File: config.mk
export PLATFORM = sky130hd
export DESIGN_NAME = mseq_top
export DESIGN_NICKNAME = d
export VERILOG_FILES = /design/src/rtl/mseq_pkg.sv /design/src/rtl/mseq_datapath.sv /design/src/rtl/mseq_ctrl.sv /design/src/rtl/mseq_top.sv
export SDC_FILE = /design/constraint.sdc
export NUM_CORES = 1
export LEC_CHECK = 0
export CELL_PAD_IN_SITES_DETAIL_PLACEMENT = 0
export CELL_PAD_IN_SITES_GLOBAL_PLACEMENT = 1
export CORE_MARGIN = 8
export CORE_UTILIZATION = 42
export DETAILED_ROUTE_END_ITERATION = 10
export DONT_BUFFER_PORTS = 1
export GPL_ROUTABILITY_DRIVEN = 1
export PLACE_DENSITY_LB_ADDON = 0.2
export SETUP_SLACK_MARGIN = 0.05
export SLEW_MARGIN = 20
export SYNTH_ARGS = -nofsm -noshare
export SYNTH_HDL_FRONTEND = slang
export SYNTH_SLANG_ARGS = --single-unit
File: constraint.sdc
create_clock -name clk -period 2.4 [get_ports clk]
set_clock_uncertainty 0.1 [all_clocks]
set_input_delay 0.72 -clock clk [delete_from_list [all_inputs] [get_ports clk]]
set_output_delay 0.72 -clock clk [all_outputs]
set_load 0.01 [all_outputs]
File: src/rtl/mseq_pkg.sv
package mseq_pkg;

  localparam int OP_W = 3;
  localparam int NUM_UNITS = 5;

  localparam logic [OP_W-1:0] OP_RDHOST = 3'b000;
  localparam logic [OP_W-1:0] OP_RDWGT  = 3'b001;
  localparam logic [OP_W-1:0] OP_MM     = 3'b010;
  localparam logic [OP_W-1:0] OP_MMACC  = 3'b011;
  localparam logic [OP_W-1:0] OP_ACT    = 3'b100;
  localparam logic [OP_W-1:0] OP_WRHOST = 3'b110;

  // Target unit; the numeric value minus one is the request-vector bit.
  typedef enum logic [2:0] {
    U_NONE   = 3'd0,
    U_HOSTRD = 3'd1,
    U_WGT    = 3'd2,
    U_MM     = 3'd3,
    U_ACT    = 3'd4,
    U_HOSTWR = 3'd5
  } unitE;

  typedef enum logic [1:0] {
    S_IDLE,
    S_SETUP,
    S_ROWS,
    S_DRAIN
  } seqStateE;

  // Strobes from control to datapath
  typedef struct packed {
    logic loadInstr;
    logic incRow;
    logic rowActive;
  } ctrlStrobeT;

  function automatic unitE opToUnit(input logic [OP_W-1:0] op);
    unitE u;
    case (op)
      OP_RDHOST:      u = U_HOSTRD;
      OP_RDWGT:       u = U_WGT;
      OP_MM, OP_MMACC: u = U_MM;
      OP_ACT:         u = U_ACT;
      OP_WRHOST:      u = U_HOSTWR;
      default:        u = U_NONE;
    endcase
    return u;
  endfunction

endpackage

File: src/rtl/mseq_datapath.sv
module mseq_datapath
  import mseq_pkg::*;
#(
  parameter int UB_AW  = 3,
  parameter int ACC_AW = 2,
  parameter int LEN_W  = 4,
  localparam int IW    = OP_W + LEN_W + ACC_AW + UB_AW
) (
  input  logic              clk,
  input  logic              rstN,
  input  logic [IW-1:0]     instrWord,
  input  ctrlStrobeT        strobe,
  output logic [OP_W-1:0]   opCode,
  output logic              lastRow,
  output logic [NUM_UNITS-1:0] reqVec,
  output logic              accumEn,
  output logic [UB_AW-1:0]  ubAddr,
  output logic [ACC_AW-1:0] accAddr,
  output logic [LEN_W-1:0]  rowIdx
);

  localparam int LEN_LSB = UB_AW + ACC_AW;

  logic [OP_W-1:0]   opReg;
  logic [LEN_W-1:0]  lenReg;
  logic [ACC_AW-1:0] accReg;
  logic [UB_AW-1:0]  ubReg;
  logic [LEN_W-1:0]  rowCnt;
  unitE              unitSel;

  always_ff @(posedge clk) begin
    if (!rstN) begin
      opReg  <= '0;
      lenReg <= '0;
      accReg <= '0;
      ubReg  <= '0;
      rowCnt <= '0;
    end else if (strobe.loadInstr) begin
      opReg  <= instrWord[IW-1 -: OP_W];
      lenReg <= instrWord[LEN_LSB +: LEN_W];
      accReg <= instrWord[UB_AW +: ACC_AW];
      ubReg  <= instrWord[0 +: UB_AW];
      rowCnt <= '0;
    end else if (strobe.incRow) begin
      rowCnt <= rowCnt + 1'b1;
    end
  end

  assign unitSel = opToUnit(opReg);

  for (genvar i = 0; i < NUM_UNITS; i++) begin : g_req
    assign reqVec[i] = strobe.rowActive && (unitSel == unitE'(3'(i + 1)));
  end

  assign accumEn = strobe.rowActive && (opReg == OP_MMACC);
  assign opCode  = opReg;
  assign lastRow = (rowCnt == lenReg);
  assign ubAddr  = ubReg;
  assign accAddr = accReg;
  assign rowIdx  = rowCnt;

endmodule

File: src/rtl/mseq_ctrl.sv
module mseq_ctrl
  import mseq_pkg::*;
#(
  parameter int SETUP_CYC = 2,
  parameter int DRAIN_CYC = 2,
  localparam int MAXPH = (SETUP_CYC > DRAIN_CYC) ? SETUP_CYC : DRAIN_CYC,
  localparam int CNT_W = $clog2(MAXPH + 1)
) (
  input  logic            clk,
  input  logic            rstN,
  input  logic            instrValid,
  input  logic            dpAck,
  input  logic            wgtLoadDone,
  input  logic [OP_W-1:0] opCode,
  input  logic            lastRow,
  output ctrlStrobeT      strobe,
  output logic            instrPop,
  output logic            busy,
  output logic            done,
  output logic            illegalErr
);

  seqStateE   state, nextState;
  logic [CNT_W-1:0] cnt, nextCnt;
  logic       wgtPending;
  unitE       unitSel;

  assign unitSel = opToUnit(opCode);

  always_comb begin
    nextState  = state;
    nextCnt    = cnt;
    strobe     = '0;
    instrPop   = 1'b0;
    done       = 1'b0;
    illegalErr = 1'b0;
    case (state)
      S_IDLE: begin
        if (instrValid) begin
          instrPop         = 1'b1;
          strobe.loadInstr = 1'b1;
          nextState        = S_SETUP;
          nextCnt          = '0;
        end
      end
      S_SETUP: begin
        if (unitSel == U_NONE) begin
          illegalErr = 1'b1;
          nextState  = S_IDLE;
        end else if (cnt == CNT_W'(SETUP_CYC - 1)) begin
          if (!(unitSel == U_MM && wgtPending)) nextState = S_ROWS;
        end else begin
          nextCnt = cnt + 1'b1;
        end
      end
      S_ROWS: begin
        strobe.rowActive = 1'b1;
        if (dpAck) begin
          if (lastRow) begin
            nextState = S_DRAIN;
            nextCnt   = '0;
          end else begin
            strobe.incRow = 1'b1;
          end
        end
      end
      default: begin
        if (cnt == CNT_W'(DRAIN_CYC - 1)) begin
          done      = 1'b1;
          nextState = S_IDLE;
        end else begin
          nextCnt = cnt + 1'b1;
        end
      end
    endcase
  end

  always_ff @(posedge clk) begin
    if (!rstN) begin
      state      <= S_IDLE;
      cnt        <= '0;
      wgtPending <= 1'b0;
    end else begin
      state <= nextState;
      cnt   <= nextCnt;
      if (done && unitSel == U_WGT) wgtPending <= 1'b1;
      else if (wgtLoadDone)          wgtPending <= 1'b0;
    end
  end

  assign busy = (state != S_IDLE);

endmodule

File: src/rtl/mseq_top.sv
module mseq_top
  import mseq_pkg::*;
#(
  parameter int UB_AW     = 3,
  parameter int ACC_AW    = 2,
  parameter int LEN_W     = 4,
  parameter int SETUP_CYC = 2,
  parameter int DRAIN_CYC = 2
) (
  input  logic                              clk,
  input  logic                              rstN,
  input  logic                              instrValid,
  input  logic [OP_W+LEN_W+ACC_AW+UB_AW-1:0] instrWord,
  output logic                              instrPop,
  input  logic                              dpAck,
  input  logic                              wgtLoadDone,
  output logic                              hostRdReq,
  output logic                              wgtRdReq,
  output logic                              mmReq,
  output logic                              actReq,
  output logic                              hostWrReq,
  output logic                              accumEn,
  output logic [UB_AW-1:0]                  ubAddr,
  output logic [ACC_AW-1:0]                 accAddr,
  output logic [LEN_W-1:0]                  rowIdx,
  output logic                              busy,
  output logic                              done,
  output logic                              illegalErr
);

  ctrlStrobeT           strobe;
  logic [OP_W-1:0]      opCode;
  logic                 lastRow;
  logic [NUM_UNITS-1:0] reqVec;

  mseq_ctrl #(
    .SETUP_CYC(SETUP_CYC),
    .DRAIN_CYC(DRAIN_CYC)
  ) u_ctrl (
    .clk(clk), .rstN(rstN), .instrValid(instrValid), .dpAck(dpAck),
    .wgtLoadDone(wgtLoadDone), .opCode(opCode), .lastRow(lastRow),
    .strobe(strobe), .instrPop(instrPop), .busy(busy), .done(done),
    .illegalErr(illegalErr)
  );

  mseq_datapath #(
    .UB_AW(UB_AW), .ACC_AW(ACC_AW), .LEN_W(LEN_W)
  ) u_dp (
    .clk(clk), .rstN(rstN), .instrWord(instrWord), .strobe(strobe),
    .opCode(opCode), .lastRow(lastRow), .reqVec(reqVec), .accumEn(accumEn),
    .ubAddr(ubAddr), .accAddr(accAddr), .rowIdx(rowIdx)
  );

  assign hostRdReq = reqVec[0];
  assign wgtRdReq  = reqVec[1];
  assign mmReq     = reqVec[2];
  assign actReq    = reqVec[3];
  assign hostWrReq = reqVec[4];

endmodule

Yosys cells after proc, flatten, opt, wreduce, memory -nomap -nowiden
Index checks and enable logic that the tools add are counted.

Register bits: 21. Latch bits: 0. Bits in writable memories: 0. ROM bits: 0. Input bits: 17. Output and inout bits: 19. Memories kept: 0.

Add/sub/neg operators: 2. Multiply operators: 0. Div/mod/pow operators: 0. Magnitude comparators: 0. Equality and inequality tests: 20. Shift-type cells: 0. Multiplexer cells: 26. Bitwise gates (word level): 1. Reduce and logical (&&, ||, !) cells: 19.

Operator list (count): 2-bit two-way mux (13); 3-bit one-hot mux with 5 select lines (1); 3-bit by 2-bit equality test with 1-bit output, second input constant (4); 3-bit equality test, second input constant (4); 2-bit one-hot mux with 3 select lines (2); 1-bit two-way mux (10); 1-bit logical AND (8); 2-bit inequality test, second input constant (4); 3-bit by 1-bit equality test with 1-bit output, second input constant (2); 3-bit logical NOT (2); 6-bit AND reduction (1); 4-bit by 1-bit adder with 4-bit output, second input constant (1); 2-bit by 1-bit equality test with 1-bit output, second input constant (2); 4-bit equality test (1); 4-bit AND reduction (1); 2-bit nonzero test (2); 4-bit nonzero test (1); 2-bit OR reduction (2); 3-bit by 1-bit inequality test with 1-bit output, second input constant (1); 3-bit by 2-bit inequality test with 1-bit output, second input constant (1); 3-bit OR reduction (1); 2-bit by 1-bit adder with 2-bit output, second input constant (1); 2-bit equality test, second input constant (1); 2-bit logical NOT (1); 1-bit NOT (1).

Depth between registers and ports, before layout
Depth in word-level cells: 9. Gate-level depth with buffers: 6. Gate-level depth less buffers: 6.

Cells and area by module
A second synthesis with hierarchy kept.

Cells, all modules: 105. Area, all modules: 1048.5 um2.

Modules (own cells, without submodules): mseq_datapath (instances 1, cells an instance 68, area an instance 735.7 um2, sequential area each 320.3 um2); mseq_ctrl (instances 1, cells an instance 37, area an instance 312.8 um2, sequential area each 100.1 um2).

Least setup slack after synthesis
OpenSTA, ideal clock, no wires.

Path kind: input to output. From: input instrValid. To: output instrPop. Arrival: 1392 ps. Required time: 1580 ps. Slack: 188 ps. Stages on the path: 4. Cells stage by stage: or3b_1 > buf_2 > inv_2 > buf_6.

Word-level cells in the longest chain between the ends: 2.

Ends and longest elaborated chain: start, declared (RTL line mseq_top.sv:12) `input logic instrValid,`; 1-bit two-way mux (RTL line mseq_ctrl.sv:39) `if (instrValid) begin`; 1-bit two-way mux (RTL line mseq_ctrl.sv:37) `case (state)`; end, declared (RTL line mseq_top.sv:14) `output logic instrPop,`.

Every way passes these cells.

Worst setup path in the final report
From: register u_ctrl.state[1]. To: output hostRdReq.

Word-level cells in the longest chain between the ends: 3.

Ends and longest elaborated chain: start, declared (RTL line mseq_ctrl.sv:23) `seqStateE state, nextState;`; start signal, assigned (RTL line mseq_ctrl.sv:84) `state <= nextState;`; 2-bit equality test (RTL line mseq_ctrl.sv:37); 2-bit two-way mux (RTL line mseq_ctrl.sv:37); 1-bit logical AND (RTL line mseq_datapath.sv:52) `assign reqVec[i] = strobe.rowActive && (unitSel == unitE'(3'(i + 1)));`; end, declared (RTL line mseq_top.sv:17) `output logic hostRdReq,`.

Every way passes these cells.

==> reports/qor.tcl <==
set qor(critPathMaxFanout) 8
set qor(detailedRoute.firstIterationViolations) 60
set qor(tritoncts) {yes}
set qor(synth.area.top_cells) {sky130_fd_sc_hd__dfxtp_1, sky130_fd_sc_hd__nand2_1, sky130_fd_sc_hd__a21oi_1, sky130_fd_sc_hd__xnor2_1, sky130_fd_sc_hd__nor2_1}
set qor(fin_area_mm2) 0.00105
set qor(finalHoldViolCount) 0
set qor(slowest_cell_delay_on_critical_path_ns) 0.42
set qor(fmaxAchievable_mhz) 456
set qor(mostFrequentLayoutCells) {sky130_fd_sc_hd__nand2_1, sky130_fd_sc_hd__dfxtp_1, sky130_fd_sc_hd__a21oi_1}
set qor(globalRouteTotalUtil) 0.104
set qor(worst_setup_path_start_kind) {flip-flop}
set qor(drt_pre_antenna_iters) 4
set qor(floorplan.die_area_mm2) 0.00419
set qor(critPathKind) {reg -> out}
set qor(synth_warnings) 0
set qor(rows) 17
set qor(num_antenna_cells) 0
set qor(num_io_pins) 36
set qor(dpl.hpwl_um) 1760
set qor(largest_vdd_supply_drop_uv) 365
set qor(cts_inserted_buffers) 3
set qor(synth.ff_latch_count) 21
set qor(run_status) {finished, final reports clean}
set qor(critPathLaunch) {u_ctrl.state[1]}
set qor(endpoint_kind) {primary output}
set qor(hold_slack_ns) 0.373
set qor(timing.final.setup_violations) 0
set qor(worstPathCellList) {or2b_1 > nor4_1 > buf_4}
set qor(die_height_um) 64.7
set qor(synthDominantCellAreaShare) 0.422
set qor(syn_area_um2) 997
set qor(num-nets-final) 145
set qor(dpl_cell_area_mm2) 0.00103
set qor(chipWidth_um) 64.7
set qor(worstPathRequired_ns) 1.58
set qor(yosys.area.top_type) {sky130_fd_sc_hd__dfxtp_1}
set qor(postSynthCellCount) 123
set qor(timing_worst_slew_pin_value_ns) 0.496
set qor(synth-main-ff-cell) {sky130_fd_sc_hd__dfxtp_1}
set qor(routed_wire_length_per_instance_um) 14.5
set qor(slew_viol_final) 0
set qor(grt_pass1_wl_um) 3580
set qor(worstHoldStart) {u_dp.lenReg[3]}
set qor(yosysSeqAreaShare) 0.422
set qor(post_route_cells_drive_above_1_share) 0.112
set qor(power-per-cell-area_mw_per_mm2) 608
set qor(critical_path.slowest_cell) {sky130_fd_sc_hd__dfxtp_2}
set qor(avgSynthCellArea_um2) 8.11
set qor(post_cts_hold_buffer_count) 0
set qor(clk_pin_slew_ns) 0.11
set qor(clock_tree.root_cell) {sky130_fd_sc_hd__clkbuf_4}
set qor(initial_core_util) 0.446
set qor(clk-insertion-delay-late_ns) 0.29
set qor(routed-via-count) 831
set qor(antenna_nets_post_route) 0
set qor(final.min_clock_period_ns) 2.19
set qor(fp.coreArea_mm2) 0.00223
set qor(port_buffers) 0
set qor(power.static_leakage_nw) 0.373
set qor(cap_viol_max_count) 0
set qor(drcViolationCount) 0
set qor(globalRouteOverflowTotal) 0
set qor(worst_hold_path_type) {reg -> reg}
set qor(areaGrowthSynthToFinish_pct) 5.77
set qor(clockBufferDepth) 2
set qor(post_synth_num_cell_types) 32
set qor(grt_pass1_vias) 783
set qor(crit_arrival_ns) 1.37
set qor(totalWireLength_um) 2230
set qor(mapped_nets) 142
set qor(remaining_max_slew_budget_at_the_tightest_pin) 0.667
set qor(gpl.final_weighted_congestion) 0.781
set qor(maximum_number_of_pins_on_one_net_before_global_route_repair) 18
set qor(rr_startpoint) {u_ctrl.state[0]}
set qor(ys_async_sr_fraction) 0
set qor(cts_sinks) 21
set qor(antenna_found_initial) 0
set qor(grt_setup_unrepaired) {no}
set qor(synth_enable_flop_cells) 0
set qor(cts_htree_levels) 1
set qor(final.setup.tns_ns) 0
set qor(final_common_cell) {sky130_fd_sc_hd__nand2_1}
set qor(route.detailed.vias_per_inst) 5.43
set qor(final_min_period_over_clock_period) 0.913
==> cell families (layout without fill, tap and decap cells) <==
group | count (synthesis) | count (layout) | share of synthesized area
and+or+nand+nor | 58 | 58 | 0.266
AOI/OAI and AO/OA | 23 | 23 | 0.163
DFF | 21 | 21 | 0.422
buffers and inverters | 12 | 14 | 0.0552
adders and majority gates | 2 | 2 | 0.0251
xor gates and xnor gates | 5 | 5 | 0.0439
muxes | 2 | 2 | 0.0251
==> metrics by stage <==
stage | utilization | total power [W] | std cells | setup slack [ns]
floorplan | - | 0.000469 | 123 | 0.188
global placement | 0.459 | 0.000486 | 149 | 0.348
detailed placement | 0.459 | 0.000489 | 149 | 0.347
CTS | 0.472 | 0.000651 | 153 | 0.108
global route | 0.472 | 0.000687 | 153 | 0.0977
finish | 0.472 | 0.000641 | 153 | 0.208
==> repair_timing <==
action / CTS / global route
setup buffers: 0 / 0
setup endpoints to repair: 0 / 2
resized for setup: 0 / 1
==> critical path: cells and delay by family, from the launching register on <==
family | cells | cell delay [ns]
buffers and inverters | 1 | 0.17
flip-flops | 1 | 0.42
AND/OR/NAND/NOR | 2 | 0.49
==> state kept, by name, summed over array words and instances (netlist names) <==
name and cells:
u_dp.rowIdx 4, u_ctrl.wgtPending 1, u_dp.ubAddr 3, u_dp.accAddr 2
u_dp.opCode 3, u_ctrl.cnt 2, u_ctrl.state 2, u_dp.lenReg 4
==> Yosys cell counts, types with 2 or more instances <==
library cell               n
sky130_fd_sc_hd__buf_2     2
sky130_fd_sc_hd__dfxtp_1  21
sky130_fd_sc_hd__inv_2     2
sky130_fd_sc_hd__a21oi_1  15
sky130_fd_sc_hd__nand3_1   2
sky130_fd_sc_hd__inv_1     4
sky130_fd_sc_hd__nor3_1    4
sky130_fd_sc_hd__nand2_1  32
sky130_fd_sc_hd__xnor2_1   5
sky130_fd_sc_hd__nand4_1   4
sky130_fd_sc_hd__ha_1      2
sky130_fd_sc_hd__o32ai_1   2
sky130_fd_sc_hd__nor2_1    9
==> routing by layer <==
metal,vias up,GRT usage,share of wire
li1,426,-,-
met4,0,0.0409,0.0045
met1,379,0.126,0.45
met3,2,0.0395,0.086
met2,24,0.163,0.46
met5,-,0,0
==> power by group <==
part / switching (W) / internal (W)
clock: 0.0000987 / 0.0000619
sequential: 0.0000226 / 0.000368
combinational: 0.0000566 / 0.0000331
==> final timing paths <==
path                                        to  slack, ns  cells after the start
worst max-delay path                 hostRdReq       0.21                      3
worst min-delay path            u_dp.lenReg[3]       0.37                      2
worst min register to register  u_dp.lenReg[3]       0.37                      2
worst max register to register  u_dp.rowIdx[3]       0.69                      5
==> layout make-up <==
type / count / area, um^2
sequential: 21 / 422
clock inverter: 1 / 5.00
clock buffer: 3 / 22.5
fill: 238 / 1180
multi-input combinational: 90 / 522
timing repair buffer: 3 / 22.5
inverter: 7 / 26.3
tap: 28 / 35.0
Power figures use the tool's default switching activity.
